--- src/rtl/statmon_pkg.sv ---
package statmon_pkg;
   // bit 1 selects the counting modes (fixed threshold), bit 0 selects the upward direction
   typedef enum logic [1:0] {
      MD_MIN   = 2'b00,
      MD_MAX   = 2'b01,
      MD_UNDER = 2'b10,
      MD_OVER  = 2'b11
   } stm_mode_e;
endpackage

--- src/rtl/stm_compare.sv ---
module stm_compare #(
   parameter int DW = 22
) (
   input  logic [DW-1:0] smp_data,
   input  logic [DW-1:0] ref_val,
   input  logic          ovf_pos,
   input  logic          ovf_neg,
   output logic          above,
   output logic          below
);
   logic gt_raw, lt_raw;

   always_comb begin
      gt_raw = $signed(smp_data) > $signed(ref_val);
      lt_raw = $signed(smp_data) < $signed(ref_val);
      // an overflow decides the direction, whatever the data bits say
      above  = ovf_pos | (~ovf_neg & gt_raw);
      below  = ovf_neg | (~ovf_pos & lt_raw);
   end
endmodule

--- src/rtl/stm_host_port.sv ---
module stm_host_port import statmon_pkg::*; #(
   parameter int DW        = 22,
   parameter int CW        = 22,
   parameter int AW        = 3,
   parameter int A_MODE    = 0,
   parameter int A_EXT_BUF = 1,
   parameter int A_CNT_BUF = 2,
   parameter int A_EXT_CPY = 3,
   parameter int A_CNT_CPY = 4
) (
   input  logic             clk,
   input  logic             rst_n,
   input  logic             host_wr,
   input  logic             host_rd,
   input  logic [AW-1:0]    host_addr,
   input  logic [DW+1:0]    host_wdata,
   input  logic [DW+1:0]    ext_live,
   input  logic [CW-1:0]    cnt_live,
   output stm_mode_e        mode,
   output logic [DW+1:0]    ext_buf,
   output logic [CW-1:0]    cnt_buf,
   output logic             ext_load,
   output logic             cnt_load,
   output logic [DW+1:0]    host_rdata
);
   localparam int HW = DW + 2;

   logic sel_mode, sel_ebuf, sel_cbuf, sel_ecpy, sel_ccpy;
   logic ext_snap, cnt_snap;

   always_comb begin
      sel_mode = host_addr == AW'(A_MODE);
      sel_ebuf = host_addr == AW'(A_EXT_BUF);
      sel_cbuf = host_addr == AW'(A_CNT_BUF);
      sel_ecpy = host_addr == AW'(A_EXT_CPY);
      sel_ccpy = host_addr == AW'(A_CNT_CPY);
      ext_load = host_wr & sel_ecpy;
      cnt_load = host_wr & sel_ccpy;
      ext_snap = host_rd & ~host_wr & sel_ecpy;
      cnt_snap = host_rd & ~host_wr & sel_ccpy;
   end

   always_ff @(posedge clk) begin
      if (!rst_n) begin
         mode    <= MD_MIN;
         ext_buf <= '0;
         cnt_buf <= '0;
      end else begin
         if (host_wr && sel_mode)
            mode <= stm_mode_e'(host_wdata[1:0]);
         if (host_wr && sel_ebuf)
            ext_buf <= host_wdata;
         else if (ext_snap)
            ext_buf <= ext_live;
         if (host_wr && sel_cbuf)
            cnt_buf <= host_wdata[CW-1:0];
         else if (cnt_snap)
            cnt_buf <= cnt_live;
      end
   end

   always_comb begin
      host_rdata = '0;
      if (sel_mode)
         host_rdata = HW'(mode);
      else if (sel_ebuf)
         host_rdata = ext_buf;
      else if (sel_cbuf)
         host_rdata = HW'(cnt_buf);
   end
endmodule

--- src/rtl/stm_extreme_reg.sv ---
module stm_extreme_reg import statmon_pkg::*; #(
   parameter int DW = 22
) (
   input  logic          clk,
   input  logic          rst_n,
   input  logic          smp_valid,
   input  logic [DW-1:0] smp_data,
   input  logic          ovf_pos,
   input  logic          ovf_neg,
   input  stm_mode_e     mode,
   input  logic          above,
   input  logic          below,
   input  logic          host_load,
   input  logic [DW-1:0] host_val,
   output logic [DW-1:0] thr,
   output logic [1:0]    hist,
   output logic          hit
);
   logic clean;
   logic capture;

   always_comb begin
      clean = ~ovf_pos & ~ovf_neg;
      unique case (mode)
         MD_MIN:   hit = smp_valid & clean & below;
         MD_MAX:   hit = smp_valid & clean & above;
         MD_UNDER: hit = smp_valid & below;
         MD_OVER:  hit = smp_valid & above;
         default:  hit = 1'b0;
      endcase
      capture = hit & ~mode[1];
   end

   // hist[0] records positive overflows, hist[1] negative overflows
   always_ff @(posedge clk) begin
      if (!rst_n) begin
         thr  <= '0;
         hist <= '0;
      end else if (host_load) begin
         thr  <= host_val;
         hist <= '0;
      end else begin
         if (smp_valid)
            hist <= hist | {ovf_neg, ovf_pos};
         if (capture)
            thr <= smp_data;
      end
   end
endmodule

--- src/rtl/stm_event_ctr.sv ---
module stm_event_ctr #(
   parameter int CW       = 22,
   parameter bit SATURATE = 1'b1
) (
   input  logic          clk,
   input  logic          rst_n,
   input  logic          inc,
   input  logic          load,
   input  logic [CW-1:0] load_val,
   output logic [CW-1:0] cnt
);
   localparam logic [CW-1:0] CNT_TOP = '1;

   generate
      if (SATURATE) begin : g_sat
         always_ff @(posedge clk) begin
            if (!rst_n)
               cnt <= '0;
            else if (load)
               cnt <= load_val;
            else if (inc && cnt != CNT_TOP)
               cnt <= cnt + 1'b1;
         end
      end else begin : g_wrap
         always_ff @(posedge clk) begin
            if (!rst_n)
               cnt <= '0;
            else if (load)
               cnt <= load_val;
            else if (inc)
               cnt <= cnt + 1'b1;
         end
      end
   endgenerate
endmodule

--- src/rtl/statmon_unit.sv ---
module statmon_unit import statmon_pkg::*; #(
   parameter int DW        = 22,
   parameter int CW        = 22,
   parameter int AW        = 3,
   parameter bit SATURATE  = 1'b1,
   parameter int A_MODE    = 0,
   parameter int A_EXT_BUF = 1,
   parameter int A_CNT_BUF = 2,
   parameter int A_EXT_CPY = 3,
   parameter int A_CNT_CPY = 4
) (
   input  logic             clk,
   input  logic             rst_n,
   input  logic             smp_valid,
   input  logic [DW-1:0]    smp_data,
   input  logic             smp_ovf_pos,
   input  logic             smp_ovf_neg,
   input  logic             host_wr,
   input  logic             host_rd,
   input  logic [AW-1:0]    host_addr,
   input  logic [DW+1:0]    host_wdata,
   output logic [DW+1:0]    host_rdata
);
   localparam int HW = DW + 2;

   generate
      if (DW < 2) begin : g_bad_dw
         $error("statmon_unit: DW must be at least 2");
      end
      if (CW < 1 || CW > HW) begin : g_bad_cw
         $error("statmon_unit: CW must lie between 1 and DW+2");
      end
      if ((1 << AW) <= A_CNT_CPY || (1 << AW) <= A_EXT_CPY) begin : g_bad_aw
         $error("statmon_unit: AW too narrow for the address map");
      end
   endgenerate

   stm_mode_e     mode;
   logic [HW-1:0] ext_buf;
   logic [CW-1:0] cnt_buf;
   logic          ext_load, cnt_load;
   logic [DW-1:0] thr;
   logic [1:0]    hist;
   logic [CW-1:0] cnt;
   logic          above, below, hit;
   logic [HW-1:0] ext_live;

   assign ext_live = {hist, thr};

   stm_host_port #(
      .DW(DW), .CW(CW), .AW(AW),
      .A_MODE(A_MODE), .A_EXT_BUF(A_EXT_BUF), .A_CNT_BUF(A_CNT_BUF),
      .A_EXT_CPY(A_EXT_CPY), .A_CNT_CPY(A_CNT_CPY)
   ) u_host (
      .clk        (clk),
      .rst_n      (rst_n),
      .host_wr    (host_wr),
      .host_rd    (host_rd),
      .host_addr  (host_addr),
      .host_wdata (host_wdata),
      .ext_live   (ext_live),
      .cnt_live   (cnt),
      .mode       (mode),
      .ext_buf    (ext_buf),
      .cnt_buf    (cnt_buf),
      .ext_load   (ext_load),
      .cnt_load   (cnt_load),
      .host_rdata (host_rdata)
   );

   stm_compare #(.DW(DW)) u_cmp (
      .smp_data (smp_data),
      .ref_val  (thr),
      .ovf_pos  (smp_ovf_pos),
      .ovf_neg  (smp_ovf_neg),
      .above    (above),
      .below    (below)
   );

   stm_extreme_reg #(.DW(DW)) u_ext (
      .clk       (clk),
      .rst_n     (rst_n),
      .smp_valid (smp_valid),
      .smp_data  (smp_data),
      .ovf_pos   (smp_ovf_pos),
      .ovf_neg   (smp_ovf_neg),
      .mode      (mode),
      .above     (above),
      .below     (below),
      .host_load (ext_load),
      .host_val  (ext_buf[DW-1:0]),
      .thr       (thr),
      .hist      (hist),
      .hit       (hit)
   );

   stm_event_ctr #(.CW(CW), .SATURATE(SATURATE)) u_ctr (
      .clk      (clk),
      .rst_n    (rst_n),
      .inc      (hit),
      .load     (cnt_load),
      .load_val (cnt_buf),
      .cnt      (cnt)
   );
endmodule

--- config.mk ---
export PLATFORM = sky130hd
export DESIGN_NAME = statmon_unit
export DESIGN_NICKNAME = d
export VERILOG_FILES = /design/src/rtl/statmon_pkg.sv /design/src/rtl/stm_compare.sv /design/src/rtl/stm_host_port.sv /design/src/rtl/stm_extreme_reg.sv /design/src/rtl/stm_event_ctr.sv /design/src/rtl/statmon_unit.sv
export SDC_FILE = /design/constraint.sdc
export NUM_CORES = 1
export LEC_CHECK = 0
export ABC_AREA = 0
export BUFFER_PORTS_ARGS = -buffer_cell sky130_fd_sc_hd__buf_2
export CAP_MARGIN = 20
export CORE_ASPECT_RATIO = 1.25
export CORE_UTILIZATION = 40
export CTS_CLUSTER_SIZE = 20
export DETAILED_ROUTE_END_ITERATION = 16
export REMOVE_ABC_BUFFERS = 1
export SETUP_SLACK_MARGIN = 0.1
export SLEW_MARGIN = 40
export SYNTH_ARGS = -nofsm -noshare
export SYNTH_HDL_FRONTEND = slang
export SYNTH_HIERARCHICAL = 1
export SYNTH_SLANG_ARGS = --single-unit
--- constraint.sdc ---
create_clock -name clk -period 4.55 [get_ports clk]
set_input_delay 0.6825 -clock clk [delete_from_list [all_inputs] [get_ports clk]]
set_output_delay 0.6825 -clock clk [all_outputs]
set_load 0.01 [all_outputs]
# Yosys cells after proc, flatten, opt, wreduce, memory -nomap -nowiden
# Index checks and enable logic that the tools add are counted.
# word_totals
ff_bits	94
input_bits	56
output_inout_bits	24
elab_cells	62
# classes
addsub	1
n_lt_le_gt_ge	2
n_eq_ne	8
muxes	12
bitwise	22
n_reduce_logical	11
# op_table
operator	count
$mux W22	7
$mux W24	4
$add A22 B1 Y22 const B	1
$gt A22 B22 Y1	1
$lt A22 B22 Y1	1
$ne A22 B22 Y1 const B	1
$and A1 B1 Y1	14
$reduce_bool A2 Y1	4
$eq A3 B2 Y1 const B	2
$not A1 Y1	5
$eq A2 B2 Y1 const B	2
$logic_and A1 B1 Y1	4
$pmux W1 S4	1
$eq A3 B1 Y1 const B	1
$eq A3 B3 Y1 const B	1
$logic_not A3 Y1	1
$eq A2 B1 Y1 const B	1
$logic_not A2 Y1	1
$or A1 B1 Y1	2
$or A2 B2 Y2	1
$reduce_or A2 Y1	1

# Depth between registers and ports, before layout
# depth
depth_word	8
mapped_depth	14

# Modules after synthesis
# Netlist, hierarchy kept.
# modules_own_cells
mod	instances	cells_each	area_each_um2	seq_area_each_um2
stm_host_port	1	314	2811.4	960.9
stm_event_ctr	1	160	1336.3	440.4
stm_extreme_reg	1	134	1239.9	480.5
stm_compare	1	89	648.1	0.0

# Worst setup path after synthesis
# No wires, ideal clock.
# synth_path
kind	input-to-reg
start	input smp_data[21]
end	register u_ctr.cnt[21]
setup_ns	0.074
arrival_ns	3.352
required_ns	4.476
path_slack_ns	1.124
path_stages	12
cell_sequence	ha_1 -> nand4_2 -> nor4_4 -> o31ai_2 -> a211oi_1 -> a311o_1 -> mux2_4 -> o211a_1 -> inv_1 -> a211o_2 -> or4_1 -> a31oi_1
# synth_between
elab_chain_cells	7
word_cells_on_any_way	13
classes_between	order compare: 2; mux: 1; bitwise: 8; reduce/logical: 2
# synth_rtl
element	line_no	source
start: declaration	statmon_unit.sv:15	input logic [DW-1:0] smp_data,
$lt A22 B22 Y1 *	stm_compare.sv:15	lt_raw = $signed(smp_data) < $signed(ref_val);
$and A1 B1 Y1 *	stm_compare.sv:18	below = ovf_neg | (~ovf_pos & lt_raw);
$or A1 B1 Y1 *	stm_compare.sv:18	
named net below	statmon_unit.sv:45	logic above, below, hit;
$and A1 B1 Y1 (on tied branches)	stm_extreme_reg.sv:27, stm_extreme_reg.sv:25	
$pmux W1 S4 *	stm_extreme_reg.sv:24	unique case (mode)
named net hit	statmon_unit.sv:45	
$logic_and A1 B1 Y1 *	stm_event_ctr.sv:21	else if (inc && cnt != CNT_TOP)
$reduce_bool A2 Y1 (no source line) *	-	
end signal: assignment	stm_event_ctr.sv:20	cnt <= load_val;
end signal: assignment	stm_event_ctr.sv:22	cnt <= cnt + 1'b1;
end: declaration	stm_event_ctr.sv:10	output logic [CW-1:0] cnt
# The timed path passes the listed nets; every way through them passes the cells marked *.
# A chain may end at the register's enable or synchronous reset.

# Final worst setup path
# layout_path
start	register u_ext.thr[21]
end	register u_ctr.cnt[14]
# layout_between
elab_chain_cells	7
word_cells_on_any_way	13
classes_between	order compare: 2; mux: 1; bitwise: 8; reduce/logical: 2
# layout_rtl
element	line_no	source
start: declaration	stm_extreme_reg.sv:15	output logic [DW-1:0] thr,
start signal: assignment	stm_extreme_reg.sv:40	thr <= host_val;
start signal: assignment	stm_extreme_reg.sv:46	thr <= smp_data;
$lt A22 B22 Y1 *	stm_compare.sv:15	
$and A1 B1 Y1 *	stm_compare.sv:18	
$or A1 B1 Y1 *	stm_compare.sv:18	
named net below	statmon_unit.sv:45	
$and A1 B1 Y1 (on tied branches)	stm_extreme_reg.sv:27, stm_extreme_reg.sv:25	
$pmux W1 S4 *	stm_extreme_reg.sv:24	
named net hit	statmon_unit.sv:45	
$logic_and A1 B1 Y1 *	stm_event_ctr.sv:21	
$reduce_bool A2 Y1 (no source line) *	-	
# Marks and branches as above.

==> impl_metrics.yaml <==
global_routing:
  grt_use_total: 0.222
  grt_overflow: 0
  grt_pass1_vias: 5248
  antenna_found_initial: 0
  grt_max_degree: 78
  grt_pass1_wl_mm: 27.6
finish:
  final_util: 0.462
  final_common_cell: "dfxtp_1"
  layout-drive-gt1-share: 0.223
  layout_common_cells: "94 x dfxtp_1, 81 x nor2_1, 79 x buf_2"
  instances_no_fill: 924
  nNetsFinal: 822
  synthToLayoutAreaGrowth_pct: 11.6
  num_antenna_cells: 0
  design_area_mm2: 0.00674
synth:
  synth_cell_types: 69
  synth_edf_count: 0
  synth.top_cell.area_share: 0.312
  synth_area_leaders: "dfxtp_1 31%, mux2i_1 8.3%, nor2_1 5.0%"
  yosysSeqAreaShare: 0.312
  synth_flop_cell: "dfxtp_1"
  synth_area_per_cell_um2: 8.66
  yosys.area.top_type: "dfxtp_1"
  synthCells: 697
  async_flop_share: 0
  ys_ff_latch: 94
  syn-cell-area_mm2: 0.00604
  ys_warn_count: 6
route:
  dr_wl_met2_mm: 8.55
  wire_per_inst_um: 18.4
  wl_mm: 17.0
  drtPass1Iterations: 12
  met1Wirelength_mm: 7.43
  vias_per_cell: 5.88
  highest_layer: "met4"
  wl_met3_um: 635
  drc_errors: 2
  dr.first_iter.drc_count: 286
  vias: 5429
  ant_nets: 0
placed_design:
  numPortBuffers: 79
  dpl_cell_area_mm2: 0.00646
  gp_congestion: 0.903
  dp_slack_ns: 0.492
  hpwl_mm: 12.7
  dpl.cell_count: 910
power_and_ir_drop:
  switching_share: 0.271
  leakagePower_nw: 2.48
  seq_power_share: 0.472
  finalPower_mw: 1.91
  power_density_mw_per_mm2: 283
  power_switching_uw: 517
  clock_power_share: 0.377
  vdd_drop_max_uv: 156
  power.internal_mw: 1.39
  p_comb_frac: 0.151
timing:
  post-route-period-util: 0.802
  fin_worst_hold_slack_ns: 0.477
  tightest_slew_ns: 0.738
  hold_violations: 0
  max_freq_mhz: 274
  setup_slack_ns: 0.899
  relSlewSlack: 0.508
  drv_slew: 0
  finalSetupViolations: 0
  tns_ns: 0
  rsz0062_at_grt: "no"
  fin_crit_ns: 3.65
  skew_ns: 0.00546
floorplanning:
  ios: 80
  die_x_um: 112
  die_y_um: 139
  rows: 49
  design.core.area_mm2: 0.0146
  start_util: 0.414
  floorplan.die_area_mm2: 0.0156
worst_setup_path:
  endpoint_kind: "register"
  cp-startpoint: "u_ext/thr[21]"
  crit_fanout: 7
  path_cells: "inv_1 > ha_1 > nand4_2 > nor4_4 > o31ai_2 > a211oi_1 > a311o_1 > mux2_4 > o211a_1 > inv_1 > or3_1 > nor4_1 > xnor2_1 > a21oi_1"
  rr_worst_depth: 14
  max_stage_delay_ns: 0.46
  arrival_ns: 3.86
  cp_data_required_time_ns: 4.76
  crit_top_cell: "inv_1"
  critPathTopFamily: "simple AND/OR/NAND/NOR gates"
  cp.depth: 14
  reg2reg_from: "u_ext/thr[21]"
  crit_buf_inv: 2
  path_class: "register to register"
  endpoint: "u_ctr/cnt[14]"
  worstSetupStartpointType: "register"
  reg2reg_to: "u_ctr/cnt[14]"
  rrSetupSlack_ns: 0.90
  slowest_stage: "or3_1"
cts:
  cts_tree: "yes"
  clk_path_buf_depth: 2
  cts_sinks: 94
  path_clk_slew_ns: 0.06
  cts_made_buffers: 9
  post_cts_buffers: 0
  ctsHoldBuffers: 0
  htree_levels: 3
  cts_root_buf: "clkbuf_16"
  clkLatencyLatePin_ns: 0.35
  cts_resized: 0
hold_path:
  hold_path_class: "register to register"
outcome:
  violations: "design-rule violations"
  outcome: "finished, violations left"
run:
  drv_cap: 0
## metal layers
layer | track usage | up-vias
li1 | - | 2664
met1 | 0.284 | 2608
met2 | 0.380 | 134
met3 | 0.0196 | 23
met4 | 0.0946 | 0
met5 | 0 | -
## cell families (layout without fill, tap and decap cells)
kind of cell	after synthesis	in the layout	synth area share
AO/OA/AOI/OAI	202	202	0.263
XOR/XNOR	11	11	0.0160
adder cells (fa/ha/maj)	23	23	0.0477
buffers and inverters	82	131	0.0641
flip-flops	94	94	0.312
multiplexers	51	51	0.0854
AND/OR/NAND/NOR	234	234	0.212
## worst reg2reg max path: stages (launching register included)
cell      delay [ns]
dfxtp_1         0.38
inv_1           0.07
ha_1            0.41
nand4_2         0.20
nor4_4          0.36
o31ai_2         0.16
a211oi_1        0.22
a311o_1         0.15
mux2_4          0.16
o211a_1         0.25
inv_1           0.16
or3_1           0.46
nor4_1          0.28
xnor2_1         0.17
a21oi_1         0.08
## how the worst min path moves through the flow
stage	start	end	slack, ns	depth (start not counted)
detailed placement	u_ext/hist[0]	u_ext/hist[0]	0.47	2
global placement	u_ext/hist[0]	u_ext/hist[0]	0.46	2
finish	u_ext/hist[0]	u_ext/hist[0]	0.48	2
global route	u_ext/thr[6]	u_ext/thr[6]	0.51	2
floorplan	u_ext/hist[1]	u_ext/hist[1]	0.44	2
CTS	u_ext/hist[0]	u_ext/hist[0]	0.48	2
## flip-flops by register name (all words and copies together), names as in the netlist
| register | count |
|---|---|
| u_ctr/cnt | 22 |
| u_ext/hist | 2 |
| u_ext/thr | 22 |
| u_host/cnt_buf | 22 |
| u_host/ext_buf | 24 |
| u_host/mode | 2 |
## cells in the mapped netlist, types with 10 or more instances
cell	number
a211oi_2	20
a221oi_2	18
nor2_1	81
ha_1	23
a21oi_1	34
clkbuf_1	29
nand2_1	40
a22oi_1	20
dfxtp_1	94
xnor2_1	10
mux2i_1	50
nand2b_1	27
inv_1	27
o211ai_1	22
o21ai_0	44
nor3_1	32
buf_2	14
## power by group through the flow
stage               registers, mW  logic (mW)  clock network [mW]
floorplan                   0.903       0.184                   0
global placement            0.917       0.278                   0
detailed placement          0.917       0.286                   0
CTS                         0.899       0.287               0.739
global route                0.905       0.318               0.769
finish                      0.900       0.287               0.718
## layout make-up
cell class	count	area, µm²
Sequential cell	94	1880
Clock buffer	13	270
Multi-Input combinational cell	521	3780
Fill cell	1456	7860
Inverter	28	105
Tap cell	178	223
Timing Repair Buffer	89	470
Clock inverter	1	5.00
Note: power is estimated with default switching activity, not from simulation.
